<file path="src/rtl/tone_ins_pkg.sv">
package tone_ins_pkg;

    localparam int CODE_W   = 8;
    localparam int NUM_LAWS = 2;

    typedef enum logic [1:0] {
        ST_IDLE     = 2'd0,
        ST_PASS     = 2'd1,
        ST_TONE_POS = 2'd2,
        ST_TONE_NEG = 2'd3
    } tone_state_e;

    typedef enum logic {
        LAW_A  = 1'b0,
        LAW_MU = 1'b1
    } law_e;

    // Segment/mantissa magnitude for a level of 0.1 full scale, before line coding.
    localparam logic [6:0] A_MAG  = 7'h49;  // segment 4, step 9
    localparam logic [6:0] MU_MAG = 7'h4A;  // segment 4, step 10

    function automatic logic [CODE_W-1:0] tone_code(input law_e law, input logic positive);
        logic [CODE_W-1:0] raw;
        if (law == LAW_A) begin
            raw = {positive, A_MAG};
            return raw ^ 8'h55;
        end
        raw = {positive, MU_MAG};
        return ~raw;
    endfunction

endpackage

</file>
<file path="src/rtl/tone_frame_fsm.sv">
module tone_frame_fsm
    import tone_ins_pkg::*;
(
    input  logic        clk,
    input  logic        rst_n,
    input  logic        frame_pulse,
    input  logic        tone_req,
    input  logic        tone_sq,
    output tone_state_e state_q,
    output logic        tone_on,
    output logic        tone_pos
);

    tone_state_e state_d;

    // next-state selection: one decision per frame pulse
    always_comb begin
        state_d = state_q;
        if (frame_pulse) begin
            if (!tone_req)    state_d = ST_PASS;
            else if (tone_sq) state_d = ST_TONE_POS;
            else              state_d = ST_TONE_NEG;
        end
    end

    always_ff @(posedge clk or negedge rst_n) begin
        if (!rst_n) state_q <= ST_IDLE;
        else        state_q <= state_d;
    end

    always_comb begin
        tone_on  = 1'b0;
        tone_pos = 1'b0;
        unique case (state_q)
            ST_IDLE:     ;
            ST_PASS:     ;
            ST_TONE_POS: begin tone_on = 1'b1; tone_pos = 1'b1; end
            ST_TONE_NEG: tone_on = 1'b1;
        endcase
    end

endmodule

</file>
<file path="src/rtl/tone_code_table.sv">
module tone_code_table
    import tone_ins_pkg::*;
(
    input  logic              law_mu,
    input  logic              tone_pos,
    output logic [CODE_W-1:0] code
);

    logic [CODE_W-1:0] pos_codes [NUM_LAWS];
    logic [CODE_W-1:0] neg_codes [NUM_LAWS];

    for (genvar g = 0; g < NUM_LAWS; g++) begin : g_law
        assign pos_codes[g] = tone_code(law_e'(g), 1'b1);
        assign neg_codes[g] = tone_code(law_e'(g), 1'b0);
    end

    assign code = tone_pos ? pos_codes[law_mu] : neg_codes[law_mu];

endmodule

</file>
<file path="src/rtl/slot_sel_mux.sv">
module slot_sel_mux
    import tone_ins_pkg::*;
#(
    parameter int NUM_SLOTS = 32,
    localparam int SLOT_W   = $clog2(NUM_SLOTS)
) (
    input  logic                 clk,
    input  logic                 rst_n,
    input  logic                 tone_on,
    input  logic [CODE_W-1:0]    tone_val,
    input  logic [NUM_SLOTS-1:0] ch_enable,
    input  logic [SLOT_W-1:0]    slot_idx,
    input  logic [CODE_W-1:0]    pcm_in,
    output logic [CODE_W-1:0]    pcm_out
);

    logic              slot_hit;
    logic [CODE_W-1:0] sel_d;

    assign slot_hit = ch_enable[slot_idx];
    assign sel_d    = (tone_on && slot_hit) ? tone_val : pcm_in;

    always_ff @(posedge clk or negedge rst_n) begin
        if (!rst_n) pcm_out <= '0;
        else        pcm_out <= sel_d;
    end

endmodule

</file>
<file path="src/rtl/tone_inserter.sv">
module tone_inserter
    import tone_ins_pkg::*;
#(
    parameter int NUM_SLOTS = 32,
    localparam int SLOT_W   = $clog2(NUM_SLOTS)
) (
    input  logic                 clk,
    input  logic                 rst_n,
    input  logic                 frame_pulse,
    input  logic                 tone_req,
    input  logic                 tone_sq,
    input  logic                 law_mu,
    input  logic [NUM_SLOTS-1:0] ch_enable,
    input  logic [SLOT_W-1:0]    slot_idx,
    input  logic [7:0]           pcm_in,
    output logic [7:0]           pcm_out
);

    tone_state_e       fsm_state;
    logic              tone_on;
    logic              tone_pos;
    logic [CODE_W-1:0] tone_val;

    tone_frame_fsm u_fsm (
        .clk         (clk),
        .rst_n       (rst_n),
        .frame_pulse (frame_pulse),
        .tone_req    (tone_req),
        .tone_sq     (tone_sq),
        .state_q     (fsm_state),
        .tone_on     (tone_on),
        .tone_pos    (tone_pos)
    );

    tone_code_table u_codes (
        .law_mu   (law_mu),
        .tone_pos (tone_pos),
        .code     (tone_val)
    );

    slot_sel_mux #(.NUM_SLOTS(NUM_SLOTS)) u_mux (
        .clk       (clk),
        .rst_n     (rst_n),
        .tone_on   (tone_on),
        .tone_val  (tone_val),
        .ch_enable (ch_enable),
        .slot_idx  (slot_idx),
        .pcm_in    (pcm_in),
        .pcm_out   (pcm_out)
    );

endmodule

</file>
<file path="config.mk">
export PLATFORM = sky130hd
export DESIGN_NAME = tone_inserter
export DESIGN_NICKNAME = d
export VERILOG_FILES = /design/src/rtl/tone_ins_pkg.sv /design/src/rtl/tone_frame_fsm.sv /design/src/rtl/tone_code_table.sv /design/src/rtl/slot_sel_mux.sv /design/src/rtl/tone_inserter.sv
export SDC_FILE = /design/constraint.sdc
export NUM_CORES = 1
export LEC_CHECK = 0
export ABC_AREA = 1
export BUFFER_PORTS_ARGS = -buffer_cell sky130_fd_sc_hd__buf_2
export CORE_UTILIZATION = 41
export DETAILED_ROUTE_END_ITERATION = 8
export GPL_TIMING_DRIVEN = 0
export PLACE_DENSITY = 0.87
export SYNTH_ARGS = -nofsm -noshare
export SYNTH_HDL_FRONTEND = slang
export SYNTH_HIERARCHICAL = 1
export SYNTH_SLANG_ARGS = --single-unit
</file>
<file path="constraint.sdc">
create_clock -name clk -period 1.3 [get_ports clk]
set_input_delay 0.195 -clock clk [delete_from_list [all_inputs] [get_ports clk]]
set_output_delay 0.195 -clock clk [all_outputs]
set_load 0.05 [all_outputs]
</file>
# Yosys cells after proc, flatten, opt, wreduce, memory -nomap -nowiden
# Index checks and enable logic that the tools add are counted.
# W data, S select, Z words.
# classes
eq_ne	2
n_bitwise	1
reduce_logical	2
magnitude_cmp	2
muxes	14
# ops
op	count
$mux W8	8
$lt A5 B6 Y1 const B	1
$bmux W1 S5	1
$eq A2 B2 Y1 const B	2
$mux W1	4
$ge A2 B2 Y1 const B	1
$mux W2	1
$not A1 Y2	1
$reduce_or A2 Y1	1
$logic_and A1 B1 Y1	1
# word_totals
inputBits	51
wordCells	23
reg_bits	10
out_inout_bits	8

# Depth between registers and ports, before layout
# Gate-level depths: netlist of run 1.
# depth
ltp_word	6
depth_mapped	12
ltp_nobuf	10

# Hierarchy
# The synthesis of run 1 kept the hierarchy.
# by_module_without_submodules
module	n_inst	seq_area_each_um2	cells_per_inst	area_each_um2
slot_sel_mux	1	200.2	108	718.2
tone_frame_fsm	1	50.0	12	88.8
tone_code_table	1	0.0	13	73.8

# Least setup slack after synthesis of run 1
# Ideal clock, no wire load.
# synth_timing
kind	input -> register
start	in slot_idx[0]
end	reg u_mux.pcm_out[0]
path_buffers	2
slack_ns	0.059
t_required_ns	1.183
setup_ns	0.117
path_stages	12
arrival_ns	1.124
path_cell_list	buf_6 > inv_4 > buf_6 > nand2_1 > nand3_1 > nand3_1 > nand2_1 > nand2_2 > nand3b_4 > nand3_4 > nand2_1 > nand2_1
# synth_via
elab_chain_len	4
# synth_lines
element	line	source
from (decl)	tone_inserter.sv:14	input logic [SLOT_W-1:0] slot_idx,
$bmux W1 S5	slot_sel_mux.sv:20	assign slot_hit = ch_enable[slot_idx];
$mux W1 (not written as such)	slot_sel_mux.sv:20	
$logic_and A1 B1 Y1	slot_sel_mux.sv:21	assign sel_d = (tone_on && slot_hit) ? tone_val : pcm_in;
$mux W8	slot_sel_mux.sv:21	
via u_mux.sel_d[0]	slot_sel_mux.sv:18	logic [CODE_W-1:0] sel_d;
to (signal assigned)	slot_sel_mux.sv:25	else pcm_out <= sel_d;
to (decl)	slot_sel_mux.sv:14	output logic [CODE_W-1:0] pcm_out
# The timed path passes the listed nets, and every way through them passes these cells. The select of a mux whose other input is x is not followed.
# A chain may end at the register's enable or synchronous reset.

# Final worst setup path of run 1
# layout_timing
start	in slot_idx[0]
end	reg u_mux.pcm_out[5]
# Same word-level chain as after synthesis.

==> metrics, run 1 <==
status finished clean; Max Freq 881 MHz; Critical Path Sink Type flip-flop; Layout area overhead 41.8%; cell area after synthesis 881 sq um; CP max-delay cell buf_6; drt drc 0; period utilization 0.873; Initial DRC Count 21; DRT antenna net count 0; worst-path cell chain buf_6, inv_4, buf_6, nand2_1, nand3_1, nand3_1, nand2_1, nand2_2, nand3b_4, nand3_4, nand2_1, nand2_1; Avg Cell Area, Syn 6.62 sq um; number of synthesized register bits 10; NetSw 0.382 mW; Switching Share 0.360; number of global-route vias before repair 982; Core Area 1980 sq um; clk sinks 10; area of the multi-input gates 514 sq um; pins over their slew limit 0; Clk pwr share 0.246; I/O pins 59; sequential power share 0.334; CTS tree built; Seq/Total Area, Yosys 0.284; Worst Clk Skew 0.000864 ns; FF/Latch Area 250 sq um; Startpoint Class input port; clock-pin slew on the worst setup and hold paths 0.06 ns; CP dominant cell by count nand2_1; Yosys top cell area share 0.284; CTS max path bufs 2; Post-CTS Setup Bufs 0; H-Tree Depth 1; PortBufs 56; final hold vios 0; clock latency on the worst-skew pair 0.25 ns; fin util 0.630; Req. time, crit path 1.44 ns; Synth Warn # 6; VDD IR-drop max 0.451 mV; distinct cell type count after synthesis 18; Min-Delay Path Class in2reg; fillers 184; # rows 16; area leader, netlist dfrtp_1; Die W 48.4 um; GRT overflow 0; Via Count 1,050; ant diodes 0; vias per cell 4.71; Data arrival, critical path 1.28 ns; critical path's largest stage delay 0.15 ns; Num CTS Buffers 3; crit path time final 1.14 ns; layout cells sized above 1 0.439; critical path type in2reg; leak pwr 0.734 nW; Comb power frac 0.420; dominant cells by area after synthesis dfrtp_1, nand2_1, nand3_1; final net count 248; maxcap violations 0; root buf cell clkbuf_4; gr usage total 0.202; Crit Path Max Fanout 10; largest net degree at the start of global routing 11; initial antenna violation count 0; first drt pass iteration count 4; Starting Density 0.444; Fin Setup TNS 0 ns; Syn Inst Count 133; post-cts resize count 0; Die Ht 48.4 um; first-pass GRT wire length 3.73 mm; RSZ-0062 raised after global routing false; Pwr Total 1.06 mW; worst hold slack 0.140 ns; DRT Wirelength 2.15 mm; placer congestion estimate 0.904; endpoints failing setup 0; Int Pwr 0.679 mW; final HPWL from detailed placement 1.86 mm; die area 2340 sq um; Routed WL per cell 9.66 um; Pwr Density 850 nW/um^2
cells in the final DEF, fill, tap and decap left out, drive strengths merged:
cell type / netlist / layout
nor2: 1 / 1
o21ai: 1 / 1
nand2: 64 / 64
inv: 8 / 8
buf: 11 / 67
dfrtp: 10 / 10
dlygate4sd3: 0 / 1
nand3b: 1 / 1
clkbuf: 1 / 5
nand3: 26 / 26
nand4: 8 / 8
conb: 2 / 4
metrics by stage:
stage               cells  setup slack [ns]  area [sq um]
floorplan             135            0.0594           888
global placement      218           -0.0500          1200
global route          223            0.0627          1250
finish                223             0.165          1250
detailed placement    218            -0.101          1200
CTS                   223             0.173          1250
final timing paths:
path                            cells past startpoint          endpoint  slack (ns)             start
worst min register to register                      2  u_fsm/state_q[0]        0.50  u_fsm/state_q[0]
worst min-delay path                                3  u_mux/pcm_out[6]        0.14         pcm_in[6]
worst max register to register                      5  u_mux/pcm_out[5]        0.25  u_fsm/state_q[1]
worst max-delay path                               12  u_mux/pcm_out[5]        0.16       slot_idx[0]
max in group asynchronous                           2  u_mux/pcm_out[1]        0.82             rst_n
min in group asynchronous                           2  u_mux/pcm_out[2]        0.31             rst_n
metal layers:
layer | wire length [um] | global-route usage
met4 | 17 | 0.0980
met2 | 1170 | 0.366
met3 | 77 | 0.0189
met1 | 888 | 0.237
met5 | 0 | 0
kinds of logic after synthesis:
family | share of synthesized area
AND/OR/NAND/NOR | 0.561
buffers and inverters | 0.141
other | 0.00853
flip-flops | 0.284
AO/OA/AOI/OAI | 0.00568
flip-flops by register name (all words and copies together) (netlist names):
register,count
u_mux/pcm_out,8
u_fsm/state_q,2
synth_stat cells:
cell      count
nand4_1       8
conb_1        2
inv_1         5
buf_4         8
nand3b_4      1
nand2_1      56
inv_2         2
buf_2         1
nand2_2       8
clkbuf_1      1
o21ai_1       1
nor2_1        1
dfrtp_1      10
inv_4         1
buf_6         2
nand3_1      23
nand3_2       1
nand3_4       2
layout make-up:
class | instances | share of cell area
clock buffers | 4 | 0.0291
repair buffers | 57 | 0.232
well taps | 27 | 0.0271
plain buffers | 12 | 0.0731
multi-input cells | 105 | 0.412
inverters | 8 | 0.0261
flip-flops and latches | 10 | 0.200
power groups by stage:
stage          registers [mW]  clock network, mW  logic (mW)
2_1_floorplan           0.467                  0       0.191
3_3_place_gp            0.359                  0       0.430
3_5_place_dp            0.360                  0       0.443
4_1_cts                 0.355              0.267       0.446
5_1_grt                 0.358              0.277       0.487
6_report                0.354              0.261       0.446
critical path, delay by kind of cell:
kind,cells,cell delay (ns)
buf+inv,3,0.34
simple gates,9,0.72
timing repair:
item,4_1_cts,5_1_grt
endpoints found under the hold margin,10,0
endpoints found under the setup margin,0,0
hold buffers,1,0
Note: power is estimated with default switching activity, not from simulation.
==> run 2: changes to the inputs <==
Settings changed: CORE_MARGIN from default to 10.
==> run 2 against run 1 <==
- global-route usage fell by 9.3 points
- fmax fell by 0.74%
- sequential cell count stayed put
- critical path type unchanged
==> metrics, run 2 (same netlist as run 1, synthesis figures left out) <==
status finished clean; final hold vios 0; placed inst area 1200 sq um; I/O pins 59; Min-Delay Path Class in2reg; Pwr Density 791 nW/um^2; crit path time final 1.14 ns; fin util 0.617; final cell area excluding filler cells 1230 sq um; Routed WL per cell 11.5 um; die area 4400 sq um; PortBufs 56; final net count 248; endpoints failing setup 0; # rows 16; Reg-to-Reg End u_mux/pcm_out[3]; gr usage total 0.109; top layer used by detailed routing met4; Hold Startpoint pcm_in[5]; clk sinks 10; met2 routed WL 1.45 mm; first-pass GRT wire length 3.91 mm; Core Area 2000 sq um; Die W 66.4 um; pins over their slew limit 0; clock-pin slew on the worst setup and hold paths 0.05 ns; drt drc 0; Post-CTS Setup Bufs 0; Pwr Total 0.977 mW; placer congestion estimate 0.886; clock latency on the worst-skew pair 0.24 ns; H-Tree Depth 1; Die Ht 66.4 um; Critical Path Sink Type flip-flop; Hold Path Sink u_mux/pcm_out[5]; RSZ-0062 raised after global routing false; Register-to-Register Path Depth 5; largest net degree at the start of global routing 11; Starting Density 0.440; Max Freq 874 MHz; Worst R2R Start u_fsm/state_q[1]; Crit Path Max Fanout 10; Via Count 1,005; biggest regs u_mux/pcm_out: 8 flops, u_fsm/state_q: 2 flops; Worst Clk Skew 0.000286 ns; DRT Wirelength 2.55 mm; GRT overflow 0; layout cells sized above 1 0.436; Num CTS Buffers 3; Top reg by flops u_mux/pcm_out; leak pwr 0.727 nW; DRT antenna net count 0; Layout area overhead 40.2%; commonest non-fill, non-tap cell in the layout buf_2; CTS max path bufs 2; critical path type in2reg; hold depth 3; maxcap violations 0; Startpoint Class input port; Data arrival, critical path 1.27 ns; max reg flops 8; ant diodes 0; Initial DRC Count 30; most frequent cells in the layout buf_2, nand2_1, nand3_1, dfrtp_1; Req. time, crit path 1.42 ns; root buf cell clkbuf_4; FF/Latch Area 250 sq um; met3 wire length 149 um; initial antenna violation count 0; Finished Layout Cells 222; Placed Instances 218; FF-to-FF setup slack 0.28 ns; area of the multi-input gates 514 sq um; fillers 190; met1 wire length 925 um; Fin Setup TNS 0 ns; final HPWL from detailed placement 2.34 mm; first drt pass iteration count 4; VDD IR-drop max 0.469 mV; CTS tree built; period utilization 0.880; vias per cell 4.53; number of global-route vias before repair 972
run 2: final cells by class:
cell class,count,area share
multi-input cells,105,0.416
repair buffers,57,0.235
flip-flops and latches,10,0.203
plain buffers,12,0.0740
well taps,27,0.0274
inverters,8,0.0263
clock buffers,3,0.0182
run 2: what timing repair did:
item | CTS | global route
hold buffers | 1 | 0
hold endpoints to repair | 10 | 0
resized for setup | 0 | 0
run 2: critical path: stages:
cell and delay (ns):
buf_6 0.11, inv_4 0.08, buf_6 0.15, nand2_1 0.07, nand3_1 0.07, nand3_1 0.08
nand2_1 0.08, nand2_2 0.06, nand3b_4 0.13, nand3_4 0.11, nand2_1 0.08, nand2_1 0.06
run 2: power by group:
group          total [mW]  internal, mW  switching (mW)
logic               0.445         0.164           0.281
registers           0.355         0.346         0.00896
clock network       0.177         0.105          0.0721
run 2: worst max path at each step:
stage | from | to | slack, ns | cells after the start
6_report | slot_idx[0] | u_mux/pcm_out[3] | 0.16 | 12
5_1_grt | slot_idx[0] | u_mux/pcm_out[0] | 0.07 | 12
4_1_cts | slot_idx[0] | u_mux/pcm_out[3] | 0.17 | 12
3_5_place_dp | slot_idx[0] | u_mux/pcm_out[3] | -0.08 | 12
3_3_place_gp | slot_idx[0] | u_mux/pcm_out[0] | -0.05 | 12
2_1_floorplan | slot_idx[0] | u_mux/pcm_out[0] | 0.06 | 12
run 2: per-layer routing:
metal	vias up	global-route usage
li1	545	-
met1	436	0.103
met2	22	0.226
met3	2	0.0169
met4	0	0.0314
met5	-	0
run 2: through the flow:
step,hold slack [ns],setup WS [ns]
floorplan,-0.101,0.0594
global placement,0.0509,-0.0485
detailed placement,0.0513,-0.0840
CTS,0.160,0.168
global route,0.164,0.0691
finish,0.158,0.156
